<file path="src/rtl/rcq_pkg.sv">
package rcq_pkg;
  localparam int unsigned STAT_W = 3;
  localparam int unsigned ST_PAR = 0;
  localparam int unsigned ST_FRM = 1;
  localparam int unsigned ST_BRK = 2;
endpackage

</file>
<file path="src/rtl/rcq_store.sv">
module rcq_store #(
  parameter int unsigned E_W   = 11,
  parameter int unsigned DEPTH = 8,
  localparam int unsigned PTR_W = $clog2(DEPTH),
  localparam int unsigned CNT_W = $clog2(DEPTH + 1)
) (
  input  logic             clk_i,
  input  logic             rst_ni,
  input  logic             push_i,
  input  logic [E_W-1:0]   wdata_i,
  input  logic             pop_i,
  output logic [E_W-1:0]   rdata_o,
  output logic [CNT_W-1:0] count_o
);
  logic [E_W-1:0]   mem_q [DEPTH];
  logic [PTR_W-1:0] wr_q, rd_q;

  function automatic logic [PTR_W-1:0] nxt(input logic [PTR_W-1:0] p);
    return (p == PTR_W'(DEPTH - 1)) ? '0 : p + 1'b1;
  endfunction

  always_ff @(posedge clk_i) begin
    if (push_i) mem_q[wr_q] <= wdata_i;
  end

  always_ff @(posedge clk_i or negedge rst_ni) begin
    if (!rst_ni) begin
      wr_q    <= '0;
      rd_q    <= '0;
      count_o <= '0;
    end else begin
      if (push_i) wr_q <= nxt(wr_q);
      if (pop_i)  rd_q <= nxt(rd_q);
      unique case ({push_i, pop_i})
        2'b10:   count_o <= count_o + 1'b1;
        2'b01:   count_o <= count_o - 1'b1;
        default: count_o <= count_o;
      endcase
    end
  end

  assign rdata_o = mem_q[rd_q];
endmodule

</file>
<file path="src/rtl/rcq_hold.sv">
module rcq_hold #(
  parameter int unsigned E_W = 11
) (
  input  logic           clk_i,
  input  logic           rst_ni,
  input  logic           load_i,
  input  logic [E_W-1:0] wdata_i,
  input  logic           start_i,
  input  logic           space_i,
  input  logic           clr_i,
  output logic           push_o,
  output logic [E_W-1:0] push_data_o,
  output logic           hold_v_o,
  output logic           ovr_o
);
  logic [E_W-1:0] hold_q;
  logic           move, direct, ovr_set;

  assign move        = hold_v_o && space_i;
  assign direct      = load_i && !hold_v_o && space_i;
  assign push_o      = move || direct;
  assign push_data_o = hold_v_o ? hold_q : wdata_i;
  assign ovr_set     = start_i && hold_v_o && !space_i;

  always_ff @(posedge clk_i or negedge rst_ni) begin
    if (!rst_ni) begin
      hold_v_o <= 1'b0;
      hold_q   <= '0;
      ovr_o    <= 1'b0;
    end else begin
      // A load that cannot go straight in takes the stage, displacing any stuck entry
      if (load_i && !direct) begin
        hold_v_o <= 1'b1;
        hold_q   <= wdata_i;
      end else if (move) begin
        hold_v_o <= 1'b0;
      end
      if (ovr_set)    ovr_o <= 1'b1;
      else if (clr_i) ovr_o <= 1'b0;
    end
  end
endmodule

</file>
<file path="src/rtl/rcq_errview.sv">
module rcq_errview
  import rcq_pkg::*;
(
  input  logic              clk_i,
  input  logic              rst_ni,
  input  logic              blk_mode_i,
  input  logic              clr_i,
  input  logic              ready_i,
  input  logic [STAT_W-1:0] head_stat_i,
  output logic [STAT_W-1:0] err_o
);
  logic [STAT_W-1:0] acc_q, head_vis;

  assign head_vis = ready_i ? head_stat_i : '0;

  always_ff @(posedge clk_i or negedge rst_ni) begin
    if (!rst_ni)    acc_q <= '0;
    else if (clr_i) acc_q <= '0;
    else            acc_q <= acc_q | head_vis;
  end

  assign err_o = blk_mode_i ? (acc_q | head_vis) : head_vis;
endmodule

</file>
<file path="src/rtl/rx_char_queue.sv">
module rx_char_queue
  import rcq_pkg::*;
#(
  parameter int unsigned DATA_W = 8,
  parameter int unsigned DEPTH  = 8,
  localparam int unsigned LVL_W = $clog2(DEPTH),
  localparam int unsigned CNT_W = $clog2(DEPTH + 1),
  localparam int unsigned E_W   = DATA_W + STAT_W
) (
  input  logic              clk_i,
  input  logic              rst_ni,
  input  logic              load_i,
  input  logic [DATA_W-1:0] data_i,
  input  logic [STAT_W-1:0] stat_i,
  input  logic              start_i,
  input  logic              pop_i,
  input  logic              clr_err_i,
  input  logic              blk_mode_i,
  output logic [DATA_W-1:0] head_data_o,
  output logic [STAT_W-1:0] err_o,
  output logic              ready_o,
  output logic              full_o,
  output logic [LVL_W-1:0]  level_o,
  output logic              overrun_o
);
  logic [CNT_W-1:0] q_count;
  logic [E_W-1:0]   rdata, push_data;
  logic             pop_eff, space, push, hold_v;

  assign ready_o = (q_count != '0);
  assign full_o  = (q_count == CNT_W'(DEPTH));
  assign pop_eff = pop_i && ready_o;
  assign space   = !full_o || pop_eff;
  assign level_o = full_o ? LVL_W'(DEPTH - 1) : q_count[LVL_W-1:0];

  rcq_hold #(.E_W(E_W)) hold_i (
    .clk_i      (clk_i),
    .rst_ni     (rst_ni),
    .load_i     (load_i),
    .wdata_i    ({stat_i, data_i}),
    .start_i    (start_i),
    .space_i    (space),
    .clr_i      (clr_err_i),
    .push_o     (push),
    .push_data_o(push_data),
    .hold_v_o   (hold_v),
    .ovr_o      (overrun_o)
  );

  rcq_store #(.E_W(E_W), .DEPTH(DEPTH)) store_i (
    .clk_i  (clk_i),
    .rst_ni (rst_ni),
    .push_i (push),
    .wdata_i(push_data),
    .pop_i  (pop_eff),
    .rdata_o(rdata),
    .count_o(q_count)
  );

  rcq_errview errview_i (
    .clk_i      (clk_i),
    .rst_ni     (rst_ni),
    .blk_mode_i (blk_mode_i),
    .clr_i      (clr_err_i),
    .ready_i    (ready_o),
    .head_stat_i(rdata[E_W-1:DATA_W]),
    .err_o      (err_o)
  );

  assign head_data_o = ready_o ? rdata[DATA_W-1:0] : '0;
endmodule

</file>
<file path="config.mk">
export PLATFORM = sky130hd
export DESIGN_NAME = rx_char_queue
export DESIGN_NICKNAME = d
export VERILOG_FILES = /design/src/rtl/rcq_pkg.sv /design/src/rtl/rcq_store.sv /design/src/rtl/rcq_hold.sv /design/src/rtl/rcq_errview.sv /design/src/rtl/rx_char_queue.sv
export SDC_FILE = /design/constraint.sdc
export NUM_CORES = 1
export LEC_CHECK = 0
export BUFFER_PORTS_ARGS = -buffer_cell sky130_fd_sc_hd__clkbuf_2
export CAP_MARGIN = 15
export CELL_PAD_IN_SITES_DETAIL_PLACEMENT = 1
export CELL_PAD_IN_SITES_GLOBAL_PLACEMENT = 1
export CORE_AREA = 2 2 99 149
export DETAILED_ROUTE_END_ITERATION = 6
export DIE_AREA = 0 0 101 151
export PLACE_DENSITY_LB_ADDON = 0.1
export SLEW_MARGIN = 40
export SYNTH_ARGS = -nofsm -noshare
export SYNTH_HDL_FRONTEND = slang
export SYNTH_SLANG_ARGS = --single-unit
export TNS_END_PERCENT = 20
</file>
<file path="constraint.sdc">
create_clock -name clk_i -period 3.4 [get_ports clk_i]
set_input_delay 0.68 -clock clk_i [delete_from_list [all_inputs] [get_ports clk_i]]
set_output_delay 0.68 -clock clk_i [all_outputs]
set_load 0.01 [all_outputs]
</file>
==> impl_metrics.sql, run 1 <==
INSERT INTO impl_metrics (metric_group, metric, value, unit) VALUES
('run_status', 'status', 'completed', ''),
('worst_hold_path', 'hold_class', 'primary input to async pin', ''),
('worst_setup_path', 'worst_setup_path_startpoint', 'store_i.rd_q[1]$_DFFE_PN0P_', ''),
('worst_setup_path', 'path_delay_family', 'multiplexers', ''),
('worst_setup_path', 'criticalPathCategory', 'flop to output pin', ''),
('sta', 'finalHoldWorstSlack', '0.323', 'ns'),
('worst_setup_path', 'reg2reg_depth', '12', ''),
('logic_synthesis', 'avgSynthCellArea', '17.9', 'sq um'),
('global_route', 'antenna_violations_before_repair', '0', ''),
('clock_network', 'clock_latency', '0.41', 'ns'),
('run', 'cap_violations', '0', ''),
('route', 'totalWireLength', '11.0', 'mm'),
('floorplan', 'initial_core_util', '0.347', ''),
('sta', 'tightestPinTransition', '0.712', 'ns'),
('worst_setup_path', 'startpoint_class_of_the_critical_path', 'flop', ''),
('logic_synthesis', 'syn_nets', '295', ''),
('clock_network', 'postCtsResizedCells', '0', ''),
('floorplan', 'floorplan.core_area', '0.0139', 'sq mm'),
('clock_network', 'clockBufferDepth', '2', ''),
('floorplan', 'io-pin-count', '35', ''),
('clock_network', 'tritoncts_clock_tree', 'built', ''),
('floorplan', 'design.die.area', '0.0153', 'sq mm'),
('cells_and_area', 'layout.nets', '350', ''),
('sta', 'fmax', '363', 'MHz'),
('sta', 'rsz_0062_raised_after_global_routing', 'false', ''),
('sta', 'timing_max_transition_violations_final', '0', ''),
('clock_network', 'clock_sink_count', '114', ''),
('worst_setup_path', 'critPathCapture', 'head_data_o[3]', ''),
('place', 'numPlacedInstances', '471', ''),
('logic_synthesis', 'synthFlopType', 'sky130_fd_sc_hd__edfxtp_1', ''),
('global_route', 'grt_util_all_layers', '0.159', ''),
('sta', 'worst_clock_skew', '0.00594', 'ns'),
('worst_setup_path', 'worst_path_max_delay_cell', 'sky130_fd_sc_hd__dfrtp_1', ''),
('pwr', 'worst_ir_drop_vdd', '318', 'uV'),
('logic_synthesis', 'post_synth_instance_area', '0.00483', 'sq mm'),
('pwr', 'pwr_density_cell', '924', 'mW/mm^2'),
('worst_setup_path', 'worst-endpoint-arrival', '2.07', 'ns'),
('route', 'vias', '2580', ''),
('place', 'gpl.final_weighted_congestion', '0.732', ''),
('logic_synthesis', 'post_synth_inst_count', '270', ''),
('worst_setup_path', 'critical_path_cell_count', '5', ''),
('logic_synthesis', 'synth_top_cell_by_area', 'sky130_fd_sc_hd__edfxtp_1', ''),
('place', 'port_buffers', '34', ''),
('logic_synthesis', 'postSynth.asyncResetShare', '0.228', ''),
('sta', 'tns', '0', 'ns'),
('route', 'detail-route-antenna-nets', '0', ''),
('logic_synthesis', 'flip_flop_and_latch_count_after_synthesis', '114', ''),
('logic_synthesis', 'synthDominantCellAreaShare', '0.547', ''),
('global_route', 'global_route.overflow_total', '0', ''),
('logic_synthesis', 'ys_seq_area_frac', '0.682', ''),
('route', 'wl_per_cell', '21.8', 'um'),
('logic_synthesis', 'synth_enable_flop_cells', '88', ''),
('worst_setup_path', 'r2r_setup_slack', '0.73', 'ns'),
('floorplan', 'floorplan.die.height', '151', 'um'),
('global_route', 'grt_first_pass_wirelength', '17.1', 'mm'),
('global_route', 'first_global_vias', '2900', ''),
('worst_setup_path', 'worstPathCellList', 'buf_4 -> mux4_2 -> mux2i_1 -> nor2_1 -> clkbuf_2', ''),
('sta', 'hold_viol', '0', ''),
('clock_network', 'cts_htree_levels', '4', ''),
('worst_setup_path', 'cp_num_buf_inv', '2', ''),
('cells_and_area', 'drive_above_1_share', '0.411', ''),
('route', 'via_to_cell_ratio', '5.13', ''),
('worst_setup_path', 'required', '2.72', 'ns'),
('cells_and_area', 'insertedDiodeCount', '0', ''),
('worst_setup_path', 'worst_r2r_startpoint', 'store_i.count_o[2]$_DFFE_PN0P_', ''),
('cells_and_area', 'layout-area-overhead-vs-synth', '20.8', '%'),
('logic_synthesis', 'yosysWarnings', '0', ''),
('worst_setup_path', 'endpoint_class_of_the_critical_path', 'output pin', ''),
('route', 'post-route-drc-count', '0', ''),
('global_route', 'maximum_number_of_pins_on_one_net_before_global_route_repair', '29', ''),
('logic_synthesis', 'synth.cells.most_frequent', '88 x sky130_fd_sc_hd__edfxtp_1, 26 x sky130_fd_sc_hd__dfrtp_1, 19 x sky130_fd_sc_hd__mux4_2, 18 x sky130_fd_sc_hd__mux2_2, 15 x sky130_fd_sc_hd__nor2_1', '');
sequential cells by signal, summed over array words and instances, names as in the netlist:
register and flops:
hold_i.hold_q 11, hold_i.hold_v_o 1, hold_i.ovr_o 1, store_i.wr_q 3, errview_i.acc_q 3, store_i.rd_q 3
store_i.mem_q 88, store_i.count_o 4
per-layer routing:
| metal | GRT usage | vias up | routed length [um] |
|---|---|---|---|
| met1 | 0.178 | 1354 | 4540 |
| met5 | 0 | - | 0 |
| met4 | 0.0581 | 0 | 213 |
| li1 | - | 1160 | - |
| met3 | 0.0434 | 16 | 322 |
| met2 | 0.288 | 50 | 5910 |
metrics by stage:
stage | util | setup WS, ns | cell area, sq um
floorplan | - | 0.940 | 4830
CTS | 0.419 | 0.578 | 5830
global route | 0.419 | 0.534 | 5830
finish | 0.419 | 0.645 | 5830
global placement | 0.379 | 0.812 | 5280
detailed placement | 0.379 | 0.720 | 5280
area by class of cell:
| cell class | count | area (sq um) |
|---|---|---|
| fill | 1372 | 8100 |
| sequential | 114 | 3290 |
| multi-input combinational | 138 | 1470 |
| clock buffer | 17 | 425 |
| timing repair buffer | 48 | 288 |
| tap | 165 | 206 |
| clock inverter | 15 | 126 |
| inverter | 6 | 22.5 |
power breakdown:
group	switching (mW)	leakage [nW]	total, mW	internal, mW
clock network	0.671	0.263	1.62	0.948
registers	0.233	1.12	2.09	1.86
logic	0.868	0.828	1.68	0.812
total	1.77	2.21	5.39	3.62
how the worst min path moves through the flow:
stage                                              from  slack (ns)                             to
after floorplan                                  rst_ni        0.38   errview_i.acc_q[0]$_DFF_PN0_
after CTS                                        rst_ni        0.37    hold_i.hold_v_o$_DFFE_PN0P_
after detailed placement   hold_i.hold_q[2]$_DFFE_PN0P_        0.49   hold_i.hold_q[2]$_DFFE_PN0P_
after global placement    hold_i.hold_q[10]$_DFFE_PN0P_        0.48  hold_i.hold_q[10]$_DFFE_PN0P_
after global routing                             rst_ni        0.35   hold_i.hold_q[3]$_DFFE_PN0P_
final                                            rst_ni        0.32    store_i.wr_q[2]$_DFFE_PN0P_
cell families after synthesis:
logic type | after synthesis | synth area share
buffers and inverters | 18 | 0.0192
adder cells (fa/ha/maj) | 8 | 0.0202
AO/OA/AOI/OAI | 16 | 0.0220
XOR/XNOR | 5 | 0.00907
multiplexers | 61 | 0.191
flip-flops | 114 | 0.682
AND/OR/NAND/NOR | 48 | 0.0568
cells in the final DEF (no fill, tap or decap), types with 8 or more instances in the layout:
cell / Yosys / final
sky130_fd_sc_hd__buf_4: 1 / 13
sky130_fd_sc_hd__clkbuf_16: 0 / 17
sky130_fd_sc_hd__clkbuf_2: 0 / 33
sky130_fd_sc_hd__dfrtp_1: 26 / 26
sky130_fd_sc_hd__edfxtp_1: 88 / 88
sky130_fd_sc_hd__mux2_2: 18 / 18
sky130_fd_sc_hd__mux2_4: 10 / 10
sky130_fd_sc_hd__mux2i_1: 14 / 14
sky130_fd_sc_hd__mux4_2: 19 / 19
sky130_fd_sc_hd__nand2_1: 8 / 8
sky130_fd_sc_hd__nor2_1: 15 / 15
No activity file was read; power rests on OpenSTA's default activity.
==> inputs of run 2 (changes only) <==
==> constraint.sdc (replaced) <==
create_clock -name clk_i -period 2.4 [get_ports clk_i]
set_input_delay 0.48 -clock clk_i [delete_from_list [all_inputs] [get_ports clk_i]]
set_output_delay 0.48 -clock clk_i [all_outputs]
set_load 0.01 [all_outputs]
==> run 2 against run 1 <==
Compared with the run above: register-to-register slack got worse by 0.58 ns; sequential cell count did not move; clock skew rose by 0.0051 ns; total power rose by 46%; final cell count rose by 2.6%; largest power group unchanged; highest routed layer unchanged.
==> impl_metrics.sql, run 2 (same netlist as run 1, synthesis figures left out) <==
INSERT INTO impl_metrics (metric_group, metric, value, unit) VALUES
('worst_hold_path', 'hold_class', 'primary input to async pin', ''),
('clock_network', 'cts_root_buf', 'sky130_fd_sc_hd__clkbuf_16', ''),
('global_route', 'antenna_violations_before_repair', '0', ''),
('worst_setup_path', 'worst_path_max_delay_cell', 'sky130_fd_sc_hd__mux4_2', ''),
('run_status', 'status', 'completed', ''),
('clock_network', 'clock_sink_count', '114', ''),
('worst_setup_path', 'critPathMaxFanout', '5', ''),
('cells_and_area', 'largest_reg_flops', '88', ''),
('clock_network', 'clockBufferDepth', '2', ''),
('worst_setup_path', 'worst-endpoint-arrival', '1.91', 'ns'),
('sta', 'final-setup-viol-count', '0', ''),
('place', 'port_buffers', '34', ''),
('worst_setup_path', 'worstPathCellList', 'buf_6 -> buf_6 -> mux4_2 -> mux2i_1 -> nor2_1 -> clkbuf_2', ''),
('pwr', 'power.static_leakage', '2.29', 'nW'),
('clock_network', 'clk_pin_slew', '0.05', 'ns'),
('sta', 'fin_crit', '2.39', 'ns'),
('sta', 'timing_max_transition_violations_final', '0', ''),
('pwr', 'worst_ir_drop_vdd', '589', 'uV'),
('worst_setup_path', 'criticalPathCategory', 'flop to output pin', ''),
('sta', 'timing.final.crit_share', '0.994', ''),
('sta', 'worst_clock_skew', '0.0110', 'ns'),
('sta', 'hold_viol', '0', ''),
('route', 'drt-pass1-iter-count', '4', ''),
('floorplan', 'floorplan.die.height', '151', 'um'),
('cells_and_area', 'insertedDiodeCount', '0', ''),
('clock_network', 'tritoncts_clock_tree', 'built', ''),
('worst_setup_path', 'path_delay_family', 'multiplexers', ''),
('route', 'detail-route-antenna-nets', '0', ''),
('global_route', 'grt_first_pass_wirelength', '17.1', 'mm'),
('clock_network', 'cts_htree_levels', '4', ''),
('floorplan', 'io-pin-count', '35', ''),
('sta', 'rsz_0062_raised_after_global_routing', 'true', ''),
('sta', 'tightestPinTransition', '0.458', 'ns'),
('clock_network', 'clock_latency', '0.41', 'ns'),
('global_route', 'global_route.overflow_total', '0', ''),
('global_route', 'first_global_vias', '2836', ''),
('pwr', 'pwr_density_cell', '1310', 'mW/mm^2'),
('worst_setup_path', 'endpoint_class_of_the_critical_path', 'output pin', ''),
('worst_setup_path', 'critical-path-top-cell-by-count', 'sky130_fd_sc_hd__buf_6', ''),
('global_route', 'grt_util_all_layers', '0.160', ''),
('global_route', 'maximum_number_of_pins_on_one_net_before_global_route_repair', '27', ''),
('cells_and_area', 'largest-register', 'store_i.mem_q', ''),
('route', 'totalWireLength', '11.2', 'mm'),
('floorplan', 'rows', '53', ''),
('sta', 'max_slew_margin_vs_limit', '0.695', ''),
('worst_setup_path', 'required', '1.92', 'ns'),
('worst_setup_path', 'max_stage_delay', '0.48', 'ns'),
('cells_and_area', 'regArea', '0.00330', 'sq mm'),
('cells_and_area', 'registers_with_the_most_flip_flops', 'store_i.mem_q: 88 flops, hold_i.hold_q: 11 flops, store_i.count_o: 4 flops', ''),
('route', 'via_to_cell_ratio', '5.07', ''),
('route', 'wl_per_cell', '21.6', 'um'),
('worst_setup_path', 'startpoint_class_of_the_critical_path', 'flop', ''),
('sta', 'tns', '0', 'ns'),
('cells_and_area', 'commonest_cells_after_routing_fill_and_taps_aside', '88 x sky130_fd_sc_hd__edfxtp_1, 32 x sky130_fd_sc_hd__clkbuf_2, 22 x sky130_fd_sc_hd__dfrtp_1, 22 x sky130_fd_sc_hd__buf_4, 19 x sky130_fd_sc_hd__mux4_2', ''),
('worst_setup_path', 'cp_num_buf_inv', '3', ''),
('route', 'post-route-drc-count', '0', ''),
('place', 'place.detailed.hpwl', '7.02', 'mm'),
('floorplan', 'die_x', '101', 'um'),
('clock_network', 'cts_buffers', '17', ''),
('run', 'cap_violations', '0', ''),
('place', 'gpl.final_weighted_congestion', '0.708', ''),
('cells_and_area', 'drive_above_1_share', '0.467', ''),
('floorplan', 'initial_core_util', '0.347', ''),
('floorplan', 'design.die.area', '0.0153', 'sq mm'),
('cells_and_area', 'fillCellCount', '1378', ''),
('cells_and_area', 'multi_input_area', '0.00153', 'sq mm'),
('route', 'dr.first_iter.drc_count', '104', ''),
('sta', 'fmax', '419', 'MHz'),
('sta', 'finalHoldWorstSlack', '0.0421', 'ns'),
('cells_and_area', 'layout.nets', '363', ''),
('route', 'vias', '2616', ''),
('cells_and_area', 'layout-area-overhead-vs-synth', '24.4', '%'),
('cells_and_area', 'most_common_cell_after_layout_fill_and_taps_aside', 'sky130_fd_sc_hd__edfxtp_1', ''),
('floorplan', 'floorplan.core_area', '0.0139', 'sq mm');
==> run 2: repair_timing <==
| item | CTS | global route |
|---|---|---|
| pin swaps | 5 | 1 |
| gates cloned | 1 | 0 |
| resized for setup | 11 | 7 |
| buffers inserted | 5 | 0 |
| hold buffers | 0 | 0 |
| endpoints found under the setup margin | 9 | 13 |
==> run 2: cell type report <==
type,count,share of cell area
Tap cell,165,0.0344
Inverter,6,0.00375
Timing Repair Buffer,61,0.0700
Sequential cell,114,0.549
Clock inverter,10,0.0106
Clock buffer,22,0.0773
Multi-Input combinational cell,138,0.255
==> run 2: path summary, 6_finish.rpt <==
path | start | to | slack [ns] | cells past startpoint
setup / recovery | store_i.rd_q[0]$_DFFE_PN0P_ | head_data_o[5] | 0.01 | 6
hold / removal | rst_ni | store_i.wr_q[0]$_DFFE_PN0P_ | 0.04 | 1
setup reg to reg | store_i.count_o[1]$_DFFE_PN0P_ | store_i.count_o[2]$_DFFE_PN0P_ | 0.15 | 11
hold reg to reg | hold_i.hold_q[6]$_DFFE_PN0P_ | hold_i.hold_q[6]$_DFFE_PN0P_ | 0.51 | 1
max in group asynchronous | rst_ni | store_i.rd_q[0]$_DFFE_PN0P_ | 2.00 | 1
min in group clk_i | clr_err_i | errview_i.acc_q[0]$_DFF_PN0_ | 0.29 | 2
==> run 2: metrics by stage <==
step	setup slack, ns	cell area, sq um	instances	power (mW)	util
2_1_floorplan	0.0236	4830	270	4.57	-
3_3_place_gp	0.210	5360	480	5.48	0.385
3_5_place_dp	0.0820	5370	480	5.55	0.385
4_1_cts	-0.0305	6000	517	8.03	0.431
5_1_grt	-0.0912	6010	516	8.33	0.431
6_report	0.0136	6010	516	7.86	0.431
==> run 2: power breakdown <==
group	internal [mW]	switching (mW)	leakage (nW)
clock network	1.36	0.872	0.253
registers	2.64	0.341	1.11
logic	1.38	1.27	0.927
==> run 2: routing by layer <==
layer / vias to the layer above / global-route usage / share of wire
li1: 1184 / - / -
met2: 52 / 0.281 / 0.54
met1: 1369 / 0.191 / 0.42
met4: 0 / 0.0527 / 0.012
met5: - / 0 / 0
met3: 11 / 0.0392 / 0.029
